--- config.mk ---
export PLATFORM = sky130hd
export DESIGN_NAME = gpio_pinmux_ctl
export DESIGN_NICKNAME = d
export VERILOG_FILES = /design/src/rtl/gpio_pinmux_pkg.sv /design/src/rtl/gpio_ctl_reg.sv /design/src/rtl/gpio_in_sync.sv /design/src/rtl/gpio_pin_slice.sv /design/src/rtl/gpio_pinmux_ctl.sv
export SDC_FILE = /design/constraint.sdc
export NUM_CORES = 1
export LEC_CHECK = 0
export BUFFER_PORTS_ARGS = -buffer_cell sky130_fd_sc_hd__buf_2
export CORE_AREA = 2 2 58 60
export CTS_CLUSTER_DIAMETER = 200
export DETAILED_ROUTE_END_ITERATION = 7
export DIE_AREA = 0 0 60 62
export GPL_ROUTABILITY_DRIVEN = 1
export PLACE_DENSITY = 0.77
export SLEW_MARGIN = 20
export SYNTH_ARGS = -nofsm -noshare
export SYNTH_HDL_FRONTEND = slang
export SYNTH_SLANG_ARGS = --single-unit
--- constraint.sdc ---
create_clock -name clk -period 3.3 [get_ports clk]
set_input_delay 0.66 -clock clk [delete_from_list [all_inputs] [get_ports clk]]
set_output_delay 0.66 -clock clk [all_outputs]
set_load 0.03 [all_outputs]
--- src/rtl/gpio_pinmux_pkg.sv ---
package gpio_pinmux_pkg;

   localparam int unsigned REG_W  = 32;
   localparam int unsigned LANE_W = 8;
   localparam int unsigned LANES  = REG_W / LANE_W;

   // field offsets inside one pin's byte lane
   localparam int unsigned FLD_DAT = 0;
   localparam int unsigned FLD_OE  = 4;
   localparam int unsigned FLD_INV = 5;
   localparam int unsigned FLD_SEL = 7;

   typedef struct packed {
      logic sel;
      logic inv;
      logic oe;
      logic dat;
   } pin_ctl_t;

   // bits that hold state for a given pin count and shared-pin count
   function automatic logic [REG_W-1:0] wr_mask(int unsigned pins, int unsigned alts);
      logic [REG_W-1:0] m;
      m = '0;
      for (int unsigned p = 0; p < LANES; p++) begin
         if (p < pins) begin
            m[p*LANE_W + FLD_DAT] = 1'b1;
            m[p*LANE_W + FLD_OE]  = 1'b1;
            m[p*LANE_W + FLD_INV] = 1'b1;
            if (p < alts) m[p*LANE_W + FLD_SEL] = 1'b1;
         end
      end
      return m;
   endfunction

   // writable bits whose read value is always the stored value
   function automatic logic [REG_W-1:0] ctl_mask(int unsigned pins, int unsigned alts);
      logic [REG_W-1:0] m;
      m = wr_mask(pins, alts);
      for (int unsigned p = 0; p < LANES; p++) m[p*LANE_W + FLD_DAT] = 1'b0;
      return m;
   endfunction

endpackage

--- src/rtl/gpio_ctl_reg.sv ---
module gpio_ctl_reg
   import gpio_pinmux_pkg::*;
#(
   parameter int unsigned NUM_PINS = 4,
   parameter int unsigned NUM_ALT  = 2
) (
   input  logic             clk,
   input  logic             rst_n,
   input  logic             wr_en,
   input  logic [LANES-1:0] wr_be,
   input  logic [REG_W-1:0] wr_data,
   output logic [REG_W-1:0] ctl_q
);

   localparam logic [REG_W-1:0] KEEP = wr_mask(NUM_PINS, NUM_ALT);

   generate
      for (genvar l = 0; l < LANES; l++) begin : g_lane
         logic [LANE_W-1:0] lane_q;
         always_ff @(posedge clk or negedge rst_n) begin
            if (!rst_n)
               lane_q <= '0;
            else if (wr_en && wr_be[l])
               lane_q <= wr_data[l*LANE_W +: LANE_W] & KEEP[l*LANE_W +: LANE_W];
         end
         assign ctl_q[l*LANE_W +: LANE_W] = lane_q;
      end
   endgenerate

endmodule

--- src/rtl/gpio_in_sync.sv ---
module gpio_in_sync #(
   parameter int unsigned WIDTH  = 4,
   parameter int unsigned STAGES = 2
) (
   input  logic             clk,
   input  logic             rst_n,
   input  logic [WIDTH-1:0] d,
   output logic [WIDTH-1:0] q
);

   logic [WIDTH-1:0] stg [STAGES];

   always_ff @(posedge clk or negedge rst_n) begin
      if (!rst_n) begin
         for (int i = 0; i < STAGES; i++) stg[i] <= '0;
      end else begin
         stg[0] <= d;
         for (int i = 1; i < STAGES; i++) stg[i] <= stg[i-1];
      end
   end

   assign q = stg[STAGES-1];

endmodule

--- src/rtl/gpio_pin_slice.sv ---
module gpio_pin_slice
   import gpio_pinmux_pkg::*;
#(
   parameter bit SHARED = 1'b0
) (
   input  pin_ctl_t ctl,
   input  logic     pad_sync,
   input  logic     alt_out,
   input  logic     alt_oe,
   output logic     pad_out,
   output logic     pad_oe,
   output logic     rd_bit
);

   logic gpio_mode;

   generate
      if (SHARED) begin : g_shared
         assign gpio_mode = ctl.sel;
      end else begin : g_plain
         logic unused_sel;
         assign unused_sel = ctl.sel;
         assign gpio_mode  = 1'b1;
      end
   endgenerate

   always_comb begin
      if (gpio_mode) begin
         pad_out = ctl.dat ^ ctl.inv;
         pad_oe  = ctl.oe;
         rd_bit  = ctl.oe ? ctl.dat : (pad_sync ^ ctl.inv);
      end else begin
         pad_out = alt_out;
         pad_oe  = alt_oe;
         rd_bit  = ctl.dat;
      end
   end

endmodule

--- src/rtl/gpio_pinmux_ctl.sv ---
module gpio_pinmux_ctl
   import gpio_pinmux_pkg::*;
#(
   parameter int unsigned NUM_PINS    = 4,
   parameter int unsigned NUM_ALT     = 2,
   parameter int unsigned SYNC_STAGES = 2
) (
   input  logic                clk,
   input  logic                rst_n,
   input  logic                wr_en,
   input  logic [LANES-1:0]    wr_be,
   input  logic [REG_W-1:0]    wr_data,
   output logic [REG_W-1:0]    rd_data,
   input  logic [NUM_PINS-1:0] pin_in,
   output logic [NUM_PINS-1:0] pin_out,
   output logic [NUM_PINS-1:0] pin_oe,
   input  logic [NUM_ALT-1:0]  alt_out,
   input  logic [NUM_ALT-1:0]  alt_oe
);

   generate
      if (NUM_PINS < 1 || NUM_PINS > LANES) begin : g_bad_pins
         $error("NUM_PINS must be within 1..%0d", LANES);
      end
      if (NUM_ALT < 1 || NUM_ALT > NUM_PINS) begin : g_bad_alt
         $error("NUM_ALT must be within 1..NUM_PINS");
      end
      if (SYNC_STAGES < 2) begin : g_bad_sync
         $error("SYNC_STAGES must be at least 2");
      end
   endgenerate

   logic [REG_W-1:0]    ctl_q;
   logic [NUM_PINS-1:0] pin_sync;
   logic [NUM_PINS-1:0] rd_bit;

   gpio_ctl_reg #(
      .NUM_PINS (NUM_PINS),
      .NUM_ALT  (NUM_ALT)
   ) u_reg (
      .clk     (clk),
      .rst_n   (rst_n),
      .wr_en   (wr_en),
      .wr_be   (wr_be),
      .wr_data (wr_data),
      .ctl_q   (ctl_q)
   );

   gpio_in_sync #(
      .WIDTH  (NUM_PINS),
      .STAGES (SYNC_STAGES)
   ) u_sync (
      .clk   (clk),
      .rst_n (rst_n),
      .d     (pin_in),
      .q     (pin_sync)
   );

   generate
      for (genvar p = 0; p < NUM_PINS; p++) begin : g_pin
         localparam int unsigned B = p * LANE_W;
         pin_ctl_t ctl_p;
         assign ctl_p = {ctl_q[B+FLD_SEL], ctl_q[B+FLD_INV], ctl_q[B+FLD_OE], ctl_q[B+FLD_DAT]};
         if (p < NUM_ALT) begin : g_mux
            gpio_pin_slice #(.SHARED(1'b1)) u_slice (
               .ctl      (ctl_p),
               .pad_sync (pin_sync[p]),
               .alt_out  (alt_out[p]),
               .alt_oe   (alt_oe[p]),
               .pad_out  (pin_out[p]),
               .pad_oe   (pin_oe[p]),
               .rd_bit   (rd_bit[p])
            );
         end else begin : g_gp
            gpio_pin_slice #(.SHARED(1'b0)) u_slice (
               .ctl      (ctl_p),
               .pad_sync (pin_sync[p]),
               .alt_out  (1'b0),
               .alt_oe   (1'b0),
               .pad_out  (pin_out[p]),
               .pad_oe   (pin_oe[p]),
               .rd_bit   (rd_bit[p])
            );
         end
      end
   endgenerate

   always_comb begin
      rd_data = ctl_q;
      for (int p = 0; p < NUM_PINS; p++) rd_data[p*LANE_W + FLD_DAT] = rd_bit[p];
   end

endmodule

==> flow_summary.toml <==
[placement]
globalplace.congestion = 0.638
port_buffers = 50
dp_slack_ns = 1.47
dp_hpwl_mm = 1.43
placed_cells = 176

[power]
p_sw_uw = 289
powerDensity_mw_per_mm2 = 613
p_sw_share_pct = 35.9
ir_worst_vdd_v = 0.000471
clockPowerShare_pct = 24.8
p_leak_uw = 0.000673
p_int_uw = 517
seq_power_share_pct = 40.9
p_comb_share_pct = 34.3

[critical_path]
cp_max_fo = 4
crit_arrival_ns = 1.43
path_class = "register to primary output"
endpoint_kind = "primary output"
worstPathRequired_ns = 2.64
start_kind = "register"

[floorplanning]
rows = 21
dieArea_mm2 = 0.00372
dieHeight_um = 62
core_mm2 = 0.00318
io_pins = 87
start_util_pct = 37.5
die_w_um = 60

[sta]
slew_viol_final = 0
finClkSkew_ns = 0.000199
finalHoldViolCount = 0
setup_viol = 0
fmax_ghz = 0.479
finalCritPeriodShare_pct = 63.3
timing.hold.ws_ns = 0.289
fin_ws_ns = 1.21
rsz0062_at_grt = "no"
finalCriticalPeriod_ns = 2.09
fin_tns_setup_ns = 0

[detailed_routing]
ant_nets = 0
dr.first_iter.drc_count = 6
dr.pass1.iters = 4
drc = 0
wl_mm = 1.72
routedWlPerCell_um = 9.57
vias = 713
via_per_inst = 3.96

[grt]
globalRouteMet2Util_pct = 14.9
busiest_layer = "met2"
antenna_found_initial = 0
grt_first_pass_wirelength_mm = 2.61
grt_pass1_vias = 607
grt_usage_pct = 9.72
met3_usage_pct = 5.38
met1_usage_pct = 11.8
grt_max_degree = 23
overflow = 0

[synth]
ys_types = 11
synth-seq-area-share_pct = 46.2
synth_seq_cells = 22
syn_area_mm2 = 0.00119
syn_inst = 103
ys.warnings.count = 0
syn-mean-instance-area_um2 = 11.6

[min_path]
hold_class = "input pin to async pin"

[clocking]
cts_htree_levels = 1
cts_setup_buffers = 0
cts_tree = "yes"
clk_transition_reported_paths_ns = 0.12
holdBufCountCts = 0
max-clock-path-buffers = 2
cts_sinks = 22
clock_latency_ns = 0.30
cts_resized = 0
cts_root_buffer = "clkbuf_4"
cts_buffers = 3

[cells_and_area]
stdcell_count = 180
layout.nets = 182
post-route-util_pct = 41.4
nFillCells = 317
diodes = 0
syn2layout_area_growth_pct = 10.4
regArea_um2 = 551
drive_above_1_share_pct = 53.7
multi_input_area_um2 = 405

[outcome]
outcome = "finished, final reports clean"

[flow_run]
cap_violations = 0
-- Yosys cell counts (all sizes together) --
cell type	n	area (um2)
conb	1	3.75
a21oi	2	10.0
o21ai	2	10.0
xnor2	4	35.0
dfrtp	22	551
and2b	2	15.0
nand2	6	22.5
mux2	18	203
buf	40	300
nor2	2	7.51
xor2	4	35.0
-- metal layers --
layer	share of wire (%)	vias to the layer above
li1	-	336
met1	39	329
met2	48	48
met3	13	0
met4	0	0
met5	0	-
-- worst max-delay path, cell delays in order, from the launching register on --
cell and delay, ns:
dfrtp_1 0.41, and2b_1 0.21, mux2_2 0.33, buf_2 0.18
-- sequential cells by signal (all words and copies together), names as in the netlist --
name,cells
u_reg.g_lane.lane_q,14
u_sync.q,4
u_sync.stg,4
-- cells by family (layout without fill, tap and decap cells) --
family,after synthesis,after routing,share of synthesized area (%)
compound gates,4,4,1.68
xor+xnor,8,8,5.88
buf+inv,40,54,25.2
flops,22,22,46.2
mux,18,18,17.0
other cells,1,18,0.314
simple gates,10,10,3.78
-- cells in the final DEF (no fill, tap or decap), types with 3 or more instances in the layout --
master,count
nand2_1,6
clkbuf_4,3
mux2_2,18
buf_2,50
xor2_1,4
dfrtp_1,22
conb_1,18
xnor2_1,4
-- path summary, 6_finish.rpt --
kind / end / slack [ns] / cells past startpoint / start
min in group clk: u_sync.q[0] / 0.36 / 0 / u_sync.stg[4]
max in group asynchronous: u_reg.g_lane[0].lane_q[0] / 2.68 / 1 / rst_n
worst max register to register: u_reg.g_lane[0].lane_q[7] / 2.45 / 1 / u_reg.g_lane[0].lane_q[7]
worst min register to register: u_sync.q[0] / 0.36 / 0 / u_sync.stg[4]
worst max-delay path: rd_data[8] / 1.21 / 3 / u_reg.g_lane[1].lane_q[4]
worst min-delay path: u_reg.g_lane[3].lane_q[4] / 0.29 / 1 / rst_n
-- power by group through the flow --
stage | combinational, uW | sequential, uW | clock, uW
after floorplan | 291 | 329 | 0
after CTS | 280 | 331 | 205
after global placement | 276 | 334 | 0
after global routing | 299 | 336 | 220
after detailed placement | 279 | 336 | 0
final | 277 | 330 | 200
-- cell type report --
class	instances	share of cell area (%)
clock buffers	3	1.71
repair buffers	50	19.0
flip-flops and latches	22	41.8
clock inverters	1	2.28
multi-input cells	58	30.8
well taps	46	4.37
-- metrics by stage --
stage          instance area, um2  power [uW]
6_report                     1320         807
5_1_grt                      1320         856
4_1_cts                      1320         816
3_5_place_dp                 1260         615
3_3_place_gp                 1260         610
2_1_floorplan                1260         620
Note: power is estimated with default switching activity, not from simulation.
